**src/rtl/onesdet_pkg.sv**
```systemverilog
// Shared constants and helpers for the ones-count modulo-4 detector.
// Assumes a four-state machine; the Gray helpers work on two-bit values.
package onesdet_pkg;

    localparam int NSTATES  = 4;
    localparam int TALLY_W  = $clog2(NSTATES);

    localparam int ENC_GRAY     = 0;
    localparam int ENC_HOT      = 1;
    localparam int ENC_HOT_IDLE = 2;

    typedef logic [TALLY_W-1:0] tally_t;

    // Convert a binary tally into its reflected Gray code.
    function automatic tally_t bin_to_gray(input tally_t b);
        return b ^ (b >> 1);
    endfunction

    // Convert a reflected Gray code back into a binary tally.
    function automatic tally_t gray_to_bin(input tally_t g);
        tally_t b;
        b[TALLY_W-1] = g[TALLY_W-1];
        for (int i = TALLY_W - 2; i >= 0; i--) begin
            b[i] = b[i+1] ^ g[i];
        end
        return b;
    endfunction

endpackage

```
**src/rtl/onesdet_tally.sv**
```systemverilog
// Counts how many of the two data bits are high.
// Output is 0, 1 or 2; it is purely combinational.
module onesdet_tally
    import onesdet_pkg::*;
(
    input  logic   bit_a,
    input  logic   bit_b,
    output tally_t step
);

    // Half-adder: the carry is the "2" weight and the sum is the "1" weight.
    always_comb begin
        step    = '0;
        step[1] = bit_a & bit_b;
        step[0] = bit_a ^ bit_b;
    end

endmodule

```
**src/rtl/onesdet_gray_next.sv**
```systemverilog
// Next-state and output decode for the two-flop Gray-ordered encoding.
// Every two-bit pattern is a legal state, so no recovery path is needed.
module onesdet_gray_next
    import onesdet_pkg::*;
(
    input  tally_t cur,
    input  tally_t step,
    output tally_t nxt,
    output logic   is_zero
);

    tally_t bin_now;
    tally_t bin_nxt;

    // Decode to binary, add the step modulo 4, and re-encode.
    always_comb begin
        bin_now = gray_to_bin(cur);
        bin_nxt = bin_now + step;
        nxt     = bin_to_gray(bin_nxt);
        is_zero = (cur == '0);
    end

endmodule

```
**src/rtl/onesdet_hot_next.sv**
```systemverilog
// Next-state and output decode for the one-hot encodings.
// IDLE_OK = 1 makes the all-zero pattern a legal idle state that holds a
// zero tally; otherwise all-zero is illegal. Illegal codes recover to S0.
module onesdet_hot_next
    import onesdet_pkg::*;
#(
    parameter bit IDLE_OK = 1'b0,
    parameter int N       = NSTATES
) (
    input  logic [N-1:0] cur,
    input  tally_t       step,
    output logic [N-1:0] nxt,
    output logic         is_zero
);

    localparam logic [N-1:0] S0_CODE = N'(1);

    logic           legal;
    logic           idle;
    logic [2*N-1:0] dbl;

    // Classify the current pattern as idle, legal or illegal.
    always_comb begin
        idle  = IDLE_OK && (cur == '0);
        legal = $onehot(cur);
    end

    // Rotate the hot bit left by the step; idle or illegal states enter S0.
    always_comb begin
        dbl = {cur, cur} << step;
        if (idle || !legal) begin
            nxt = S0_CODE;
        end else begin
            nxt = dbl[2*N-1:N];
        end
    end

    // The zero-tally flag: the S0 flop, or the idle state.
    always_comb begin
        is_zero = cur[0] | idle;
    end

endmodule

```
**src/rtl/ones_mod4_detect.sv**
```systemverilog
// Moore detector: high when the count of ones on in_a/in_b since reset
// is a multiple of four. ENC picks the state code (0 Gray, 1 one-hot,
// 2 one-hot with all-zero idle reset). Reset is synchronous, active low.
module ones_mod4_detect
    import onesdet_pkg::*;
#(
    parameter int ENC = ENC_GRAY
) (
    input  logic clk,
    input  logic rst_n,
    input  logic in_a,
    input  logic in_b,
    output logic zero_mod4
);

    localparam int SW = (ENC == ENC_GRAY) ? TALLY_W : NSTATES;
    localparam logic [SW-1:0] RST_CODE = (ENC == ENC_HOT) ? SW'(1) : '0;

    tally_t        step;
    logic [SW-1:0] state_q;
    logic [SW-1:0] state_d;
    logic          zero_w;

    onesdet_tally u_tally (
        .bit_a (in_a),
        .bit_b (in_b),
        .step  (step)
    );

    generate
        if (ENC == ENC_GRAY) begin : g_gray
            onesdet_gray_next u_next (
                .cur     (state_q),
                .step    (step),
                .nxt     (state_d),
                .is_zero (zero_w)
            );
        end else begin : g_hot
            onesdet_hot_next #(
                .IDLE_OK (ENC == ENC_HOT_IDLE),
                .N       (NSTATES)
            ) u_next (
                .cur     (state_q),
                .step    (step),
                .nxt     (state_d),
                .is_zero (zero_w)
            );
        end
    endgenerate

    // State register with synchronous active-low reset.
    always_ff @(posedge clk) begin
        if (!rst_n) begin
            state_q <= RST_CODE;
        end else begin
            state_q <= state_d;
        end
    end

    // Moore output: decoded from the state flops only.
    always_comb begin
        zero_mod4 = zero_w;
    end

endmodule

```
**config.mk**
```make
export PLATFORM = sky130hd
export DESIGN_NAME = ones_mod4_detect
export DESIGN_NICKNAME = d
export VERILOG_FILES = /design/src/rtl/onesdet_pkg.sv /design/src/rtl/onesdet_tally.sv /design/src/rtl/onesdet_gray_next.sv /design/src/rtl/onesdet_hot_next.sv /design/src/rtl/ones_mod4_detect.sv
export SDC_FILE = /design/constraint.sdc
export NUM_CORES = 1
export LEC_CHECK = 0
export ABC_AREA = 1
export ABC_CLOCK_PERIOD_IN_PS = 1800
export BUFFER_PORTS_ARGS = -buffer_cell sky130_fd_sc_hd__buf_2
export CORE_AREA = 2 2 39 41
export CTS_CLUSTER_DIAMETER = 60
export CTS_CLUSTER_SIZE = 24
export DETAILED_ROUTE_END_ITERATION = 10
export DIE_AREA = 0 0 41 43
export PLACE_DENSITY = 0.31
export SLEW_MARGIN = 20
export SYNTH_ARGS = -nofsm -noshare
export SYNTH_HDL_FRONTEND = slang
export SYNTH_SLANG_ARGS = --single-unit
export TNS_END_PERCENT = 30
```
**constraint.sdc**
```tcl
create_clock -name clk -period 1.8 [get_ports clk]
set_input_delay 0.36 -clock clk [delete_from_list [all_inputs] [get_ports clk]]
set_output_delay 0.36 -clock clk [all_outputs]
set_load 0.02 [all_outputs]
```
Word-level counts from Yosys, hierarchy flattened. Index checks and enable logic that the tools add are counted. Widths: inputs -> output; s select.

Flip-flop bits (word level): 2. Bits in latches: 0. Memory bits (writable): 0. Memory bits (read-only): 0. Input bits: 4. Memories kept: 0.

Add/sub/neg operators: 1. Multipliers: 0. Divide/modulo/power cells: 0. $lt $le $gt $ge: 0. Equality and inequality tests: 0. Shift-type cells: 0. Multiplexer cells: 0. Bitwise operators: 4. Reduce and logical (&&, ||, !) cells: 1.

Operators with widths (count): $add 2x2->2 (1); $logic_not 2->1 (1); $xor 1x1->1 (2); $xor 2x1->2 (1); $and 1x1->1 (1).

Depth between registers and ports, before layout.
Depth in word-level cells: 3. Depth in mapped cells: 10. Mapped depth without buffers: 10.

By module. From an unflattened synthesis, not the netlist that was laid out.

Cells, all modules: 28. Area, all modules: 176.4 um^2.

Modules (own cells, without submodules): onesdet_gray_next (instances 1, cells an instance 21, area an instance 108.9 um^2); ones_mod4_detect (instances 1, cells an instance 6, area an instance 55.1 um^2); onesdet_tally (instances 1, cells an instance 1, area an instance 12.5 um^2).

Least setup slack after synthesis. No wires, ideal clock.

Path kind: flip-flop to flip-flop. Start: register state_q[1]. End: register state_q[0]. Library setup time: 113 ps. Arrival time: 1232 ps. Data required time: 1687 ps. Setup slack: 455 ps. Cell stages (with the launch flop): 10. Clock period less this slack: 1345 ps. Path through: dfxtp_1 -> inv_2 -> ha_1 -> ha_1 -> inv_1 -> nand2_1 -> nand3_1 -> nand2_1 -> nor2_1 -> nor2_1.

Word-level cells in the longest chain between the ends: 3.

Ends and longest elaborated chain: start: declaration (line ones_mod4_detect.sv:20) `logic [SW-1:0] state_q;`; start signal: assignment (line ones_mod4_detect.sv:56) `state_q <= state_d;`; $xor 1x1->1 (line onesdet_pkg.sv:24) `b[i] = b[i+1] ^ g[i];`; $add 2x2->2 (*) (line onesdet_gray_next.sv:18) `bin_nxt = bin_now + step;`; $xor 2x1->2 (*) (line onesdet_pkg.sv:16) `return b ^ (b >> 1);`.

Mark *: on every way between the ends. The rest lies on a longest branch, timed or not. A chain may end at the register's enable or synchronous reset.

Worst setup path after layout. Same ends and word-level chain as after synthesis.

==> results.py <==
metrics = {
    "drt": {
        "drt-total-wl_um": 281,
        "drt_drc_violations_left": 0,
        "via_count": 159,
        "viasPerCell": 3.18,
        "drt-pass1-iter-count": 2,
        "drtIter0Drc": 1,
        "antenna_left": 0,
        "wire_per_inst_um": 5.62,
    },
    "logic_synthesis": {
        "synth_area_um2": 164,
        "yosysTopAreaCell": "dfxtp_1",
        "yosysWarnings": 0,
        "synth_edf_count": 0,
        "synthCells": 27,
        "ys_types": 7,
        "syn_nets": 34,
        "synth.avg_cell_area_um2": 6.07,
        "ys_ff_latch": 2,
        "synth.area.top_cells": "dfxtp_1 24%, ha_1 23%, nand2_1 23%, inv_1 11%, nand3_1 9.2%",
        "synthArstFlopShare": 0,
        "synth.most_common_cell": "nand2_1",
        "yosys_most_used_dff": "dfxtp_1",
        "synth_top_area_frac": 0.244,
        "seq_area_frac_synth": 0.244,
        "ys_top_cells_by_count": "10 x nand2_1, 5 x inv_1, 3 x ha_1, 3 x nand3_1, 3 x nor2_1",
    },
    "clock_network": {
        "cts_tree": "yes",
        "cts.sinks": 2,
        "cts_buffer_depth": 2,
        "root_buffer": "clkbuf_4",
        "clk_pin_slew_worst_paths_ns": 0.03,
        "post_cts_resize_count": 0,
        "post-cts-setup-buffer-count": 0,
        "cts_hold_buf": 0,
        "htreeDepth": 1,
        "insertion_delay_ns": 0.22,
        "cts_buffers": 3,
    },
    "worst_setup_path": {
        "worst-path-max-fanout": 3,
        "critPathLaunchType": "flip-flop",
        "crit_buf_inv": 2,
        "cp.required_ns": 1.91,
        "endpoint_kind": "flip-flop",
        "max_stage_delay_ns": 0.35,
        "crit_slowest_cell": "dfxtp_1",
        "critPathKind": "reg2reg",
        "path_cells": "inv_2 > ha_1 > ha_1 > inv_1 > nand2_1 > nand3_1 > nand2_1 > nor2_1 > nor2_1",
        "critPathArrivalTime_ns": 1.55,
        "cp_top_family": "adder cells",
    },
    "cells_and_area": {
        "fin_cells": 50,
        "postLayoutCoreUtil": 0.164,
        "top_regs": "state_q x2",
        "regArea_um2": 40.0,
        "synthToLayoutAreaGrowth_pct": 38.2,
        "fin_nets": 43,
        "antenna_cells": 0,
        "fillCellCount": 163,
        "drive_gt1_frac": 0.235,
        "multi_input_area_um2": 101,
        "largest-register": "state_q",
        "largest_reg_flops": 2,
        "design_area_um2": 226,
    },
    "floorplan": {
        "start_util": 0.118,
        "die_w_um": 41,
        "dieArea_um2": 1760,
        "io_pins": 5,
        "die_h_um": 43,
        "row_count": 14,
        "fp.coreArea_um2": 1380,
    },
    "global_route": {
        "grt_max_degree": 4,
        "grt_use_total": 0.0480,
        "grt-ovfl-total": 0,
        "antenna_found_initial": 0,
        "grt_pass1_vias": 143,
        "grt_pass1_wl_um": 517,
    },
    "sta": {
        "finalHoldViolCount": 0,
        "holdWs_ns": 0.368,
        "setup_tns_ns": 0,
        "finClkSkew_ns": 0.000149,
        "max_clock_freq_mhz": 697,
        "fin_crit_sh": 0.798,
        "tightest_slew_ns": 0.110,
        "setup-violations-final": 0,
        "post-route-min-period_ns": 1.44,
        "slew-limit-headroom": 0.927,
        "setup_ws_ns": 0.364,
        "report.final.slew_viol_count": 0,
        "rsz0062_at_grt": "false",
    },
    "placement": {
        "post_dp_cell_area_um2": 204,
        "gp_congestion": 0.624,
        "post-place-cells": 47,
        "port_buffers": 4,
        "pre_cts_ws_ns": 0.330,
    },
    "outcome": {
        "outcome": "finished clean",
    },
    "power": {
        "power_density_nw_per_um2": 1420,
        "p_total_mw": 0.322,
        "leakagePower_nw": 0.130,
        "ir_drop_mv": 0.354,
    },
    "run": {
        "maxCapViolCount": 0,
    },
    "worst_hold_path": {
        "hold_path_class": "in2reg",
    },
}
[path summary, 6_finish.rpt]
| path | endpoint | depth (start not counted) | slack, ns | from |
|---|---|---|---|---|
| worst min-delay path | state_q[1] | 3 | 0.37 | rst_n |
| worst max register to register | state_q[0] | 9 | 0.36 | state_q[1] |
| worst max-delay path | state_q[0] | 9 | 0.36 | state_q[1] |
| worst min register to register | state_q[1] | 3 | 0.55 | state_q[1] |
[power by group]
part | internal (mW) | total (mW) | leakage [nW] | switching, mW
Combinational | 0.0622 | 0.158 | 0.0996 | 0.0953
Sequential | 0.0609 | 0.0680 | 0.0167 | 0.00704
Clock | 0.0734 | 0.0967 | 0.0138 | 0.0234
[kinds of logic after synthesis]
family                   after synthesis  share of synthesized area
adder cells (fa/ha/maj)                3                      0.229
AND/OR/NAND/NOR                       16                      0.389
flip-flops                             2                      0.244
buffers and inverters                  6                      0.137
[worst register-to-register path, cell delays in order, from the launching register on]
cell,delay (ns)
dfxtp_1,0.35
inv_2,0.06
ha_1,0.29
ha_1,0.23
inv_1,0.07
nand2_1,0.06
nand3_1,0.07
nand2_1,0.07
nor2_1,0.08
nor2_1,0.05
[layout by cell type, fill, tap and decap left out]
| cell type | count |
|---|---|
| inv_1 | 5 |
| inv_2 | 1 |
| nor2_1 | 3 |
| buf_2 | 4 |
| ha_1 | 3 |
| nand3_1 | 3 |
| clkbuf_4 | 3 |
| nand2_1 | 10 |
| dfxtp_1 | 2 |
[metal layers]
metal  global-route usage  vias up  routed length [µm]
li1                     -       97                   -
met2               0.0531        3                 114
met3               0.0471        0                  14
met4               0.0400        0                   0
met1               0.0510       59                 152
met5                    0        -                   0
[area by class of cell]
| class | count | area share |
|---|---|---|
| inverter | 6 | 0.0994 |
| multi-input combinational | 19 | 0.448 |
| timing repair buffer | 4 | 0.0884 |
| sequential | 2 | 0.177 |
| clock buffer | 3 | 0.0994 |
| tap | 16 | 0.0884 |
No activity file was read; power rests on OpenSTA's default activity.
